File: src/rtl/hz_pkg.sv
package hz_pkg;

    typedef enum logic {
        ST_FLOW    = 1'b0,
        ST_RESOLVE = 1'b1
    } hz_state_e;

    typedef enum logic [2:0] {
        ACT_IDLE       = 3'd0,
        ACT_ADVANCE    = 3'd1,
        ACT_DATA_STALL = 3'd2,
        ACT_BR_ISSUE   = 3'd3,
        ACT_BR_RESOLVE = 3'd4
    } hz_act_e;

    typedef struct packed {
        logic pc_hold;
        logic ifid_hold;
        logic idex_bubble;
        logic fetch_squash;
        logic redirect_take;
    } hz_ctl_t;

endpackage

File: src/rtl/hz_stage_track.sv
// Record of the destinations of issued instructions that have not yet
// reached the split-cycle write stage. Slot 0 is execute, the last slot
// is the stage just before writeback.
module hz_stage_track #(
    parameter int REG_W = 5,
    parameter int DEPTH = 2
) (
    input  logic             clk,
    input  logic             rst,
    input  logic             push,
    input  logic [REG_W-1:0] push_dst,
    input  logic             push_wr,
    output logic [DEPTH-1:0] trk_v,
    output logic [REG_W-1:0] trk_dst [DEPTH]
);

    logic load_v;

    // Writes to register zero are dropped at entry.
    assign load_v = push && push_wr && (push_dst != '0);

    always_ff @(posedge clk) begin
        if (rst) begin
            for (int k = 0; k < DEPTH; k++) begin
                trk_v[k]   <= 1'b0;
                trk_dst[k] <= '0;
            end
        end else begin
            trk_v[0]   <= load_v;
            trk_dst[0] <= load_v ? push_dst : '0;
            for (int k = 1; k < DEPTH; k++) begin
                trk_v[k]   <= trk_v[k-1];
                trk_dst[k] <= trk_dst[k-1];
            end
        end
    end

endmodule

File: src/rtl/hz_dep_detect.sv
// Compares each used source register of the decode instruction with
// every recorded in-flight destination.
module hz_dep_detect #(
    parameter int REG_W   = 5,
    parameter int DEPTH   = 2,
    parameter int NUM_SRC = 2
) (
    input  logic [REG_W-1:0]   src     [NUM_SRC],
    input  logic [NUM_SRC-1:0] use_src,
    input  logic [DEPTH-1:0]   trk_v,
    input  logic [REG_W-1:0]   trk_dst [DEPTH],
    output logic               hit
);

    logic [NUM_SRC-1:0] src_hit;

    generate
        for (genvar s = 0; s < NUM_SRC; s++) begin : g_src
            logic [DEPTH-1:0] match;
            for (genvar k = 0; k < DEPTH; k++) begin : g_slot
                assign match[k] = trk_v[k] && (trk_dst[k] == src[s]);
            end
            assign src_hit[s] = use_src[s] && (src[s] != '0) && (|match);
        end
    endgenerate

    assign hit = |src_hit;

endmodule

File: src/rtl/hz_seq.sv
// Sequencer: chooses the action of the cycle and drives the front-end
// controls from it.
module hz_seq
    import hz_pkg::*;
(
    input  logic    clk,
    input  logic    rst,
    input  logic    id_valid,
    input  logic    id_branch,
    input  logic    dep_hit,
    input  logic    ex_taken,
    output hz_ctl_t ctl,
    output logic    issue
);

    hz_state_e state_q;
    hz_state_e state_d;
    hz_act_e   act;

    // Action of the current cycle.
    always_comb begin
        act = ACT_IDLE;
        unique case (state_q)
            ST_FLOW: begin
                if (!id_valid) begin
                    act = ACT_IDLE;
                end else if (dep_hit) begin
                    act = ACT_DATA_STALL;
                end else if (id_branch) begin
                    act = ACT_BR_ISSUE;
                end else begin
                    act = ACT_ADVANCE;
                end
            end
            ST_RESOLVE: begin
                act = ACT_BR_RESOLVE;
            end
            default: begin
                act = ACT_IDLE;
            end
        endcase
    end

    // Next state.
    always_comb begin
        state_d = ST_FLOW;
        unique case (act)
            ACT_BR_ISSUE:   state_d = ST_RESOLVE;
            ACT_IDLE,
            ACT_ADVANCE,
            ACT_DATA_STALL,
            ACT_BR_RESOLVE: state_d = ST_FLOW;
            default:        state_d = ST_FLOW;
        endcase
    end

    // State register.
    always_ff @(posedge clk) begin
        if (rst) begin
            state_q <= ST_FLOW;
        end else begin
            state_q <= state_d;
        end
    end

    // Outputs.
    always_comb begin
        ctl   = '0;
        issue = 1'b0;
        if (!rst) begin
            unique case (act)
                ACT_IDLE: begin
                    ctl = '0;
                end
                ACT_ADVANCE: begin
                    issue = 1'b1;
                end
                ACT_DATA_STALL: begin
                    ctl.pc_hold     = 1'b1;
                    ctl.ifid_hold   = 1'b1;
                    ctl.idex_bubble = 1'b1;
                end
                ACT_BR_ISSUE: begin
                    issue            = 1'b1;
                    ctl.pc_hold      = 1'b1;
                    ctl.fetch_squash = 1'b1;
                end
                ACT_BR_RESOLVE: begin
                    ctl.pc_hold       = 1'b1;
                    ctl.fetch_squash  = 1'b1;
                    ctl.redirect_take = ex_taken;
                end
                default: begin
                    ctl = '0;
                end
            endcase
        end
    end

endmodule

File: src/rtl/hz_interlock.sv
module hz_interlock #(
    parameter int REG_W     = 5,
    parameter int HAZ_DEPTH = 2
) (
    input  logic             clk,
    input  logic             rst,
    input  logic             id_valid,
    input  logic [REG_W-1:0] id_src_a,
    input  logic             id_use_a,
    input  logic [REG_W-1:0] id_src_b,
    input  logic             id_use_b,
    input  logic [REG_W-1:0] id_dst,
    input  logic             id_wr,
    input  logic             id_branch,
    input  logic             ex_taken,
    output logic             pc_hold,
    output logic             ifid_hold,
    output logic             idex_bubble,
    output logic             fetch_squash,
    output logic             redirect_take
);
    import hz_pkg::*;

    localparam int NUM_SRC = 2;

    logic [REG_W-1:0]   src_vec [NUM_SRC];
    logic [NUM_SRC-1:0] use_vec;
    logic [HAZ_DEPTH-1:0] trk_v;
    logic [REG_W-1:0]   trk_dst [HAZ_DEPTH];
    logic               dep_hit;
    logic               issue;
    logic               push_wr;
    hz_ctl_t            ctl;

    assign src_vec[0] = id_src_a;
    assign src_vec[1] = id_src_b;
    assign use_vec    = {id_use_b, id_use_a};
    assign push_wr    = id_wr && !id_branch;

    hz_stage_track #(
        .REG_W (REG_W),
        .DEPTH (HAZ_DEPTH)
    ) u_track (
        .clk      (clk),
        .rst      (rst),
        .push     (issue),
        .push_dst (id_dst),
        .push_wr  (push_wr),
        .trk_v    (trk_v),
        .trk_dst  (trk_dst)
    );

    hz_dep_detect #(
        .REG_W   (REG_W),
        .DEPTH   (HAZ_DEPTH),
        .NUM_SRC (NUM_SRC)
    ) u_detect (
        .src     (src_vec),
        .use_src (use_vec),
        .trk_v   (trk_v),
        .trk_dst (trk_dst),
        .hit     (dep_hit)
    );

    hz_seq u_seq (
        .clk       (clk),
        .rst       (rst),
        .id_valid  (id_valid),
        .id_branch (id_branch),
        .dep_hit   (dep_hit),
        .ex_taken  (ex_taken),
        .ctl       (ctl),
        .issue     (issue)
    );

    assign pc_hold       = ctl.pc_hold;
    assign ifid_hold     = ctl.ifid_hold;
    assign idex_bubble   = ctl.idex_bubble;
    assign fetch_squash  = ctl.fetch_squash;
    assign redirect_take = ctl.redirect_take;

endmodule

File: config.mk
export PLATFORM = sky130hd
export DESIGN_NAME = hz_interlock
export DESIGN_NICKNAME = d
export VERILOG_FILES = /design/src/rtl/hz_pkg.sv /design/src/rtl/hz_stage_track.sv /design/src/rtl/hz_dep_detect.sv /design/src/rtl/hz_seq.sv /design/src/rtl/hz_interlock.sv
export SDC_FILE = /design/constraint.sdc
export NUM_CORES = 1
export LEC_CHECK = 0
export ABC_AREA = 1
export BUFFER_PORTS_ARGS = -buffer_cell sky130_fd_sc_hd__clkbuf_2
export CORE_MARGIN = 3
export CORE_UTILIZATION = 55
export CTS_BUF_LIST = sky130_fd_sc_hd__clkbuf_8
export CTS_CLUSTER_DIAMETER = 200
export DETAILED_ROUTE_END_ITERATION = 6
export MAX_ROUTING_LAYER = met4
export PLACE_DENSITY = 0.95
export SLEW_MARGIN = 20
export SYNTH_ARGS = -nofsm -noshare
export SYNTH_HDL_FRONTEND = slang
export SYNTH_SLANG_ARGS = --single-unit
File: constraint.sdc
create_clock -name clk -period 2.35 [get_ports clk]
set_clock_uncertainty 0.2 [all_clocks]
set_input_delay 0.1175 -clock clk [delete_from_list [all_inputs] [get_ports clk]]
set_output_delay 0.1175 -clock clk [all_outputs]
set_load 0.05 [all_outputs]
==> flow_metrics.env <==
export IMPL_status="completed"
export IMPL_placementRows=13
export IMPL_slew_viol_final=0
export IMPL_max_cap_violations=0
export IMPL_crit_type="reg2out"
export IMPL_core_mm2=0.00140
export IMPL_ys_warnings_count=0
export IMPL_path_max_fanout=4
export IMPL_fmax_mhz=480
export IMPL_first_global_vias=941
export IMPL_wl_per_cell_um=11.6
export IMPL_yosysTopAreaCell="dfxtp_1"
export IMPL_antenna_found_initial=0
export IMPL_first_pass_iters=4
export IMPL_p_leak_nw=0.662
export IMPL_area_delta_synth_final_pct=27.1
export IMPL_viasPerCell=4.93
export IMPL_avgSynthCellArea_um2=5.61
export IMPL_drc=0
export IMPL_irDropWorstVdd_uv=384
export IMPL_syn_inst=158
export IMPL_power_density_mw_per_mm2=466
export IMPL_drive_gt1_frac=0.207
export IMPL_cp_arrival_ns=1.76
export IMPL_ios=28
export IMPL_antenna_cells=0
export IMPL_dp_cells=198
export IMPL_setup_viol=0
export IMPL_final_core_util=0.806
export IMPL_grt_overflow_total=0
export IMPL_worst_pin_slew_ns=0.345
export IMPL_grt_pass1_wl_um=4030
export IMPL_ctsHtreeMaxLevel=1
export IMPL_clock_sinks=13
export IMPL_start_util=0.634
export IMPL_grt_util_all_layers=0.275
export IMPL_startpoint_type="flip-flop"
export IMPL_finalPower_w=0.000526
export IMPL_rsz0062_at_grt="no"
export IMPL_synth_seq_cells=13
export IMPL_cts_root_buf="clkbuf_8"
export IMPL_nets=217
export IMPL_cp_required_ns=2.03
export IMPL_die_y_um=46.2
export IMPL_hold_viol=0
export IMPL_finalSetupTns_ns=0
export IMPL_clk_latency_ns=0.24
export IMPL_rrSetupSlack_ns=0.95
export IMPL_cts_made_buffers=3
export IMPL_cp_end_kind="primary output"
export IMPL_vias=1026
export IMPL_grt_max_degree=10
export IMPL_yosysSeqAreaShare=0.293
export IMPL_syn_num_nets=181
export IMPL_ys_types=18
export IMPL_min_path_type="in2reg"
export IMPL_ys_top_cells_by_area="dfxtp_1 (29%), nand2_1 (25%), inv_1 (13%)"
export IMPL_hpwl_um=1780
export IMPL_clkSlewWorstSetupHoldPaths_ns=0.06
export IMPL_fin_crit_sh=0.886
export IMPL_fp_dieW_um=46.2
export IMPL_relSlewSlack=0.768
export IMPL_fin_cells=208
export IMPL_routed_wl_um=2400
export IMPL_cts_tree="done"
export IMPL_final_antenna_net_count=0
export IMPL_cts_buffer_depth=2
export IMPL_dieArea_mm2=0.00213
export IMPL_synth_top_area_share=0.293
export IMPL_numPortBuffers=27
export IMPL_postCtsSetupBuffers=0
export IMPL_gp_congestion=0.873
export IMPL_period_minus_slack_ns=2.08
export IMPL_drt_iter0_markers=56
export IMPL_synth_area_um2=887
-- where the power goes --
group / switching (W) / total [W] / internal [W]
clock: 0.0000850 / 0.000201 / 0.000116
combinational: 0.0000586 / 0.0000982 / 0.0000395
sequential: 0.00000275 / 0.000227 / 0.000224
total: 0.000146 / 0.000526 / 0.000379
-- registers in the layout, indices dropped and copies added (netlist names) --
name	count
u_seq.state_q	1
u_track.trk_dst	10
u_track.trk_v	2
-- cells in the mapped netlist --
| master | number |
|---|---|
| nand2_1 | 59 |
| inv_1 | 30 |
| nor2_1 | 29 |
| dfxtp_1 | 13 |
| nand3_1 | 6 |
| o21ai_1 | 5 |
| inv_2 | 2 |
| nand2_2 | 2 |
| nand4_1 | 2 |
| nor2_4 | 2 |
| a21oi_1 | 1 |
| buf_4 | 1 |
| buf_6 | 1 |
| nand2_4 | 1 |
| nand3_2 | 1 |
| nand3_4 | 1 |
| nor3_1 | 1 |
| or2_2 | 1 |
-- critical path, cell delays in order (launching register included) --
cell,delay (ns)
dfxtp_1,0.35
inv_1,0.07
nand2_1,0.06
nand2_1,0.06
nor2_1,0.13
nand3_1,0.09
nand2_1,0.08
nand2_2,0.09
a21oi_1,0.27
clkbuf_2,0.33
-- timing repair --
item	in CTS	in global routing
gates resized for setup	0	0
setup endpoints to repair	0	0
hold buffers	6	0
hold endpoints to repair	6	0
-- final cells by class --
class	count	area (um2)
inverters	32	120
multi-input cells	111	488
well taps	15	18.8
clock buffers	3	41.3
repair buffers	33	195
clock inverters	1	3.75
fillers	101	272
flip-flops and latches	13	260
-- metal layers --
metal / global-route usage / wire length (um)
met5: - / 0
met4: 0.119 / 57
met3: 0.0508 / 178
met2: 0.467 / 1230
met1: 0.310 / 941
-- path summary, 6_finish.rpt --
check,to,startpoint,cells past startpoint
hold reg to reg,u_track.trk_v[1],u_track.trk_v[0],2
setup / recovery,ifid_hold,u_track.trk_dst[4],9
hold / removal,u_track.trk_dst[0],rst,2
setup reg to reg,u_track.trk_dst[6],u_track.trk_dst[4],9
-- per-stage QoR --
step                      hold slack, ns  setup slack, ns  area, um2
after global routing              0.0142            0.205       1130
final                            0.00830            0.269       1130
after global placement             0.127            0.685       1020
after floorplan                   0.0297           0.0890        887
after CTS                        0.00162            0.319       1130
after detailed placement           0.135            0.662       1020
-- cell usage in the layout (no fill, tap or decap) --
master / netlist / final
nand3_2: 1 / 1
nand4_1: 2 / 2
nand3_4: 1 / 1
inv_2: 2 / 2
clkbuf_8: 0 / 3
inv_1: 30 / 31
clkbuf_2: 0 / 27
o21ai_1: 5 / 5
dlygate4sd3_1: 0 / 6
nand2_2: 2 / 2
nor3_1: 1 / 1
a21oi_1: 1 / 1
nand2_4: 1 / 1
nand3_1: 6 / 6
nor2_1: 29 / 29
nor2_4: 2 / 2
dfxtp_1: 13 / 13
or2_2: 1 / 1
nand2_1: 59 / 59
-- cells by family after synthesis --
| family | after synthesis | synth area share |
|---|---|---|
| AO/OA/AOI/OAI | 6 | 0.0338 |
| flip-flops | 13 | 0.293 |
| AND/OR/NAND/NOR | 105 | 0.516 |
| buffers and inverters | 34 | 0.157 |
(Power assumes the default switching activity.)
